==> src/rtl/cal_seq_pkg.sv <==
package cal_seq_pkg;

    typedef enum logic [2:0] {
        PH_IDLE   = 3'd0,
        PH_SENSE  = 3'd1,
        PH_CLAMP  = 3'd2,
        PH_DISCH  = 3'd3,
        PH_SSTART = 3'd4
    } phase_e;

    localparam logic [1:0] FSEL_500K = 2'd0;
    localparam logic [1:0] FSEL_300K = 2'd1;
    localparam logic [1:0] FSEL_1M   = 2'd2;

    localparam logic [1:0] IMP_OPEN  = 2'd0;
    localparam logic [1:0] IMP_MID   = 2'd1;
    localparam logic [1:0] IMP_LOW   = 2'd2;

endpackage

==> src/rtl/cal_freq_decode.sv <==
module cal_freq_decode
    import cal_seq_pkg::*;
(
    input  logic [1:0] imp_class_i,
    output logic [1:0] fsel_o
);

    always_comb begin
        case (imp_class_i)
            IMP_MID: fsel_o = FSEL_300K;
            IMP_LOW: fsel_o = FSEL_1M;
            default: fsel_o = FSEL_500K;   // open pin or unknown class
        endcase
    end

endmodule

==> src/rtl/cal_limit_eval.sv <==
module cal_limit_eval #(
    parameter int LIM_W   = 9,
    parameter int OCP_OFF = 300
) (
    input  logic [LIM_W-1:0] lim_i,
    output logic [LIM_W:0]   trip_o,
    output logic             ocp_en_o
);

    localparam logic [LIM_W-1:0] OFF_LVL = LIM_W'(OCP_OFF);

    logic off;

    always_comb begin
        off      = (lim_i >= OFF_LVL);
        ocp_en_o = !off;
        trip_o   = off ? '0 : {lim_i, 1'b0};
    end

endmodule

==> src/rtl/cal_phase_timer.sv <==
module cal_phase_timer #(
    parameter int CNT_W = 11
) (
    input  logic             clk,
    input  logic             rst_n,
    input  logic             run_i,
    input  logic             tick_i,
    input  logic [CNT_W-1:0] term_i,
    output logic             expire_o
);

    logic [CNT_W-1:0] cnt_d, cnt_q;
    logic             hit;

    always_comb begin
        hit      = (cnt_q == term_i);
        expire_o = run_i && tick_i && hit;
        if (!run_i)
            cnt_d = '0;
        else if (tick_i)
            cnt_d = hit ? '0 : cnt_q + 1'b1;
        else
            cnt_d = cnt_q;
    end

    always_ff @(posedge clk or negedge rst_n) begin
        if (!rst_n)
            cnt_q <= '0;
        else
            cnt_q <= cnt_d;
    end


    no_overrun_chk: assert property (@(posedge clk) disable iff (!rst_n)
        run_i |-> (cnt_q <= term_i));

endmodule

==> src/rtl/regstart_cal_seq.sv <==
module regstart_cal_seq
    import cal_seq_pkg::*;
#(
    parameter int SENSE_US = 1100,
    parameter int CLAMP_US = 800,
    parameter int LIM_W    = 9,
    parameter int OCP_OFF  = 300
) (
    input  logic             clk,
    input  logic             rst_n,
    input  logic             tick_us_i,
    input  logic             en_on_i,
    input  logic             en_off_i,
    input  logic             ss_low_i,
    input  logic [1:0]       imp_class_i,
    input  logic [LIM_W-1:0] ilim_mv_i,
    output logic [2:0]       phase_o,
    output logic [1:0]       fsel_o,
    output logic [LIM_W:0]   trip_code_o,
    output logic             ocp_en_o,
    output logic             comp_clamp_o,
    output logic             done_o
);

    localparam int MAX_US = (SENSE_US > CLAMP_US) ? SENSE_US : CLAMP_US;
    localparam int CNT_W  = (MAX_US > 2) ? $clog2(MAX_US) : 1;
    localparam logic [CNT_W-1:0] SENSE_TERM = CNT_W'(SENSE_US - 1);
    localparam logic [CNT_W-1:0] CLAMP_TERM = CNT_W'(CLAMP_US - 1);

    typedef struct packed {
        phase_e         phase;
        logic [1:0]     fsel;
        logic [LIM_W:0] trip;
        logic           ocp_en;
        logic           done;
    } st_t;

    st_t st_d, st_q;

    logic             run, expire;
    logic [CNT_W-1:0] term;
    logic [1:0]       fsel_new;
    logic [LIM_W:0]   trip_new;
    logic             ocp_new;

    cal_freq_decode u_fdec (
        .imp_class_i (imp_class_i),
        .fsel_o      (fsel_new)
    );

    cal_limit_eval #(.LIM_W(LIM_W), .OCP_OFF(OCP_OFF)) u_lim (
        .lim_i    (ilim_mv_i),
        .trip_o   (trip_new),
        .ocp_en_o (ocp_new)
    );

    assign run  = (st_q.phase == PH_SENSE) || (st_q.phase == PH_CLAMP);
    assign term = (st_q.phase == PH_SENSE) ? SENSE_TERM : CLAMP_TERM;

    cal_phase_timer #(.CNT_W(CNT_W)) u_tmr (
        .clk      (clk),
        .rst_n    (rst_n),
        .run_i    (run),
        .tick_i   (tick_us_i),
        .term_i   (term),
        .expire_o (expire)
    );

    always_comb begin
        st_d      = st_q;
        st_d.done = 1'b0;
        if (en_off_i) begin
            st_d = '0;
        end else begin
            case (st_q.phase)
                PH_IDLE:
                    if (en_on_i) st_d.phase = PH_SENSE;
                PH_SENSE:
                    if (expire) begin
                        st_d.phase  = PH_CLAMP;
                        st_d.fsel   = fsel_new;
                        st_d.trip   = trip_new;
                        st_d.ocp_en = ocp_new;
                    end
                PH_CLAMP:
                    if (expire) st_d.phase = PH_DISCH;
                PH_DISCH:
                    if (ss_low_i) begin
                        st_d.phase = PH_SSTART;
                        st_d.done  = 1'b1;
                    end
                PH_SSTART: ;
                default: st_d = '0;
            endcase
        end
    end

    always_ff @(posedge clk or negedge rst_n) begin
        if (!rst_n)
            st_q <= '0;
        else
            st_q <= st_d;
    end

    assign phase_o      = st_q.phase;
    assign fsel_o       = st_q.fsel;
    assign trip_code_o  = st_q.trip;
    assign ocp_en_o     = st_q.ocp_en;
    assign comp_clamp_o = (st_q.phase == PH_CLAMP);
    assign done_o       = st_q.done;


    shutdown_idle_chk: assert property (@(posedge clk) disable iff (!rst_n)
        en_off_i |=> (phase_o == PH_IDLE && !ocp_en_o && trip_code_o == '0));


    done_single_chk: assert property (@(posedge clk) disable iff (!rst_n)
        done_o |=> !done_o);


    done_entry_chk: assert property (@(posedge clk) disable iff (!rst_n)
        done_o |-> (phase_o == PH_SSTART && $past(phase_o) == PH_DISCH));


    settings_hold_chk: assert property (@(posedge clk) disable iff (!rst_n)
        (!en_off_i && (phase_o == PH_CLAMP || phase_o == PH_DISCH || phase_o == PH_SSTART))
        |=> ($stable(fsel_o) && $stable(trip_code_o) && $stable(ocp_en_o)));


    ocp_off_zero_chk: assert property (@(posedge clk) disable iff (!rst_n)
        !ocp_en_o |-> (trip_code_o == '0));


    sense_exit_chk: assert property (@(posedge clk) disable iff (!rst_n)
        (phase_o == PH_SENSE && !en_off_i) |=> (phase_o == PH_SENSE || phase_o == PH_CLAMP));


    disch_wait_chk: assert property (@(posedge clk) disable iff (!rst_n)
        (phase_o == PH_DISCH && !ss_low_i && !en_off_i) |=> (phase_o == PH_DISCH));

endmodule

==> config.mk <==
export PLATFORM = sky130hd
export DESIGN_NAME = regstart_cal_seq
export DESIGN_NICKNAME = d
export VERILOG_FILES = /design/src/rtl/cal_seq_pkg.sv /design/src/rtl/cal_freq_decode.sv /design/src/rtl/cal_limit_eval.sv /design/src/rtl/cal_phase_timer.sv /design/src/rtl/regstart_cal_seq.sv
export SDC_FILE = /design/constraint.sdc
export NUM_CORES = 1
export LEC_CHECK = 0
export BUFFER_PORTS_ARGS = -buffer_cell sky130_fd_sc_hd__buf_4
export CORE_MARGIN = 2
export CORE_UTILIZATION = 47
export CTS_CLUSTER_DIAMETER = 60
export DETAILED_ROUTE_END_ITERATION = 6
export PLACE_DENSITY = 0.85
export RECOVER_POWER = 25
export SYNTH_ARGS = -nofsm -noshare
export SYNTH_HDL_FRONTEND = slang
export SYNTH_SLANG_ARGS = --single-unit
export TNS_END_PERCENT = 10
==> constraint.sdc <==
create_clock -name clk -period 1.75 [get_ports clk]
set_input_delay 0.35 -clock clk [delete_from_list [all_inputs] [get_ports clk]]
set_output_delay 0.35 -clock clk [all_outputs]
set_load 0.02 [all_outputs]
==> impl_metrics.json <==
{
  "status": "finished, violations left",
  "violations": "setup timing",
  "crit_path_end": "u_tmr.cnt_q[0]$_DFFE_PN0P_",
  "grt_start_max_net_pins": 28,
  "drv_cap": 0,
  "die_h_um": 59.3,
  "synth_edf_count": 0,
  "grt_pass1_vias": 1322,
  "slew_headroom": 0.556,
  "synth_fp_nets": 157,
  "hold_violations": 0,
  "tns_ps": -2870,
  "syn_area_per_cell_um2": 10.3,
  "clk_pin_slew_ps": 140,
  "ys_warn_count": 0,
  "vdd_drop_max_mv": 0.341,
  "crit_start": "u_tmr.cnt_q[0]$_DFFE_PN0P_",
  "portBuffers": 33,
  "required_ps": 1980,
  "layout_common_cells": "buf_4, dfrtp_1, nand2_1, a22o_1, nor2_1",
  "final_core_util": 0.692,
  "period_minus_slack_ps": 1930,
  "core-area_um2": 2980,
  "fillers": 206,
  "drt_iter0_markers": 70,
  "min_path_cells": 2,
  "p_leak_uw": 0.000986,
  "ys.flop_type": "dfrtp_1",
  "start_util": 0.483,
  "clock_sinks": 27,
  "fp.dieW_um": 59.3,
  "fmax_mhz": 519,
  "fin_crit_sh": 1.10,
  "finalSetupViolCount": 25,
  "ys_seq_area_frac": 0.470,
  "detailed_place.area_um2": 1900,
  "crit_path_max_incr_delay_ps": 500,
  "path_depth": 5,
  "dieArea_um2": 3520,
  "crit_family": "simple AND/OR/NAND/NOR gates",
  "areaGrowthSynthToFinish_pct": 43.3,
  "synthArstFlopShare": 1.00,
  "htree_levels": 1,
  "rsz0062_at_grt": "true",
  "clk_latency_ps": 330,
  "hold_class": "in2reg",
  "top_usage_layer": "met2",
  "cp-start-kind": "flip-flop",
  "regArea_um2": 678,
  "avgRoutedWirePerCell_um": 15.6,
  "grt_use_met1": 0.306,
  "reg2reg_depth": 5,
  "layout_commonest_cell": "buf_4",
  "use_met2": 0.370,
  "netlist_area_um2": 1440,
  "cts_tree": "done",
  "track_usage": 0.227,
  "worstSetupEndpointType": "flip-flop",
  "layout.nets": 222,
  "ant_nets": 0,
  "synthDistinctLibCells": 42,
  "path_max_fanout": 8,
  "multiInputGateArea_um2": 823,
  "worst_pin_slew_ps": 666,
  "slowest_stage": "or4bb_4",
  "path_class": "reg2reg",
  "yosys.area.top_type": "dfrtp_1",
  "clockBufferDepth": 2,
  "grtUsageMet3": 0.0306,
  "path_buf_inv": 0,
  "timing.rr.start": "u_tmr.cnt_q[0]$_DFFE_PN0P_",
  "synthDominantCellAreaShare": 0.470,
  "r2r_end": "u_tmr.cnt_q[0]$_DFFE_PN0P_",
  "cts_root_buf": "clkbuf_4",
  "cts_made_buffers": 3,
  "row_count": 20,
  "io_pins": 35,
  "viasPerCell": 5.82,
  "final.setup.worst_slack_ps": -177,
  "slew_viol_final": 0,
  "routed_wl_um": 3680,
  "layout-drive-gt1-share": 0.443,
  "place.gp.congestion": 0.954,
  "path_cells": "ha_2, or4bb_4, nor4_4, nor3_2, mux2_2",
  "p_total_uw": 1110,
  "ys_ff_latch": 27,
  "grt_antenna_before_repair": 0,
  "num_antenna_cells": 0,
  "finalInstanceArea_um2": 2060,
  "power.density_nw_per_um2": 537,
  "overflow": 0,
  "skew_ps": 2.32,
  "ff2ff_setup_slack_ps": -180,
  "synthCells": 139,
  "first_pass_iters": 6,
  "grt_pass1_wl_um": 6010,
  "arrival_ps": 2160,
  "vias": 1374,
  "synth.area.top_cells": "dfrtp_1, a22o_1, nand2_1",
  "dp_hpwl_um": 2650,
  "route.detailed.drc": 0
}
-- report_power, final --
| group | switching (uW) | internal (uW) | leakage [uW] |
|---|---|---|---|
| combinational | 103 | 93.6 | 0.000600 |
| sequential | 6.55 | 631 | 0.000372 |
| clock | 182 | 89.5 | 0.0000150 |
-- worst min path at each step --
stage / from / endpoint
after global routing: ilim_mv_i[0] / trip_code_o[1]$_DFFE_PN0P_
after global placement: rst_n / u_tmr.cnt_q[6]$_DFFE_PN0P_
after floorplan: rst_n / done_o$_DFF_PN0_
after CTS: ilim_mv_i[0] / trip_code_o[1]$_DFFE_PN0P_
after detailed placement: rst_n / u_tmr.cnt_q[6]$_DFFE_PN0P_
final: ilim_mv_i[0] / trip_code_o[1]$_DFFE_PN0P_
-- synthesized netlist by cell type, types with 2 or more instances --
master	number
a21oi_1	6
a22o_1	12
a31oi_1	6
and3_1	3
buf_4	3
clkbuf_1	2
dfrtp_1	27
mux2_2	2
nand2_1	12
nand2b_1	5
nand3_1	4
nor2_1	8
nor2b_1	2
nor3_1	4
nor3_2	2
nor3b_1	4
nor4_2	2
o21ai_0	5
o21bai_1	2
o2bb2ai_1	2
o31ai_1	2
or3b_1	2
xor2_1	3
-- repair_timing --
action / CTS / global route
cloned: 1 / 1
endpoints found under the hold margin: 27 / 0
pin swaps: 5 / 2
gates resized for setup: 10 / 4
setup buffers: 1 / 2
hold buffers: 1 / 0
endpoints found under the setup margin: 24 / 26
-- flip-flops by register name, summed over array words and instances (netlist names) --
signal       count
ocp_en_o         1
fsel_o           2
done_o           1
u_tmr.cnt_q     11
trip_code_o      9
phase_o          3
-- layer usage --
layer,up-vias,part of all wire
met5,-,0
met4,0,0.016
met3,5,0.043
met2,57,0.52
met1,664,0.42
li1,648,-
-- stage by stage --
stage	hold slack, ps	instances	setup WS [ps]
finish	225	236	-177
global route	218	236	-235
CTS	219	233	-168
detailed placement	282	226	-355
global placement	273	226	-168
floorplan	54.4	139	-111
-- kinds of logic (layout without fill, tap and decap cells) --
group,Yosys count,in the layout,share of synthesized area
and+or+nand+nor,57,58,0.245
adders and majority gates,1,1,0.00870
DFF,27,27,0.470
other,1,1,0.00261
xor gates and xnor gates,3,3,0.0183
AOI/OAI and AO/OA,40,41,0.205
muxes,2,2,0.0157
buffers and inverters,8,70,0.0348
-- final cells by class --
| class | instances | area share |
|---|---|---|
| inverters | 1 | 0.00182 |
| multi-input cells | 106 | 0.400 |
| repair buffers | 65 | 0.237 |
| well taps | 33 | 0.0200 |
| clock buffers | 4 | 0.0128 |
| flip-flops and latches | 27 | 0.329 |
(Power assumes the default switching activity.)
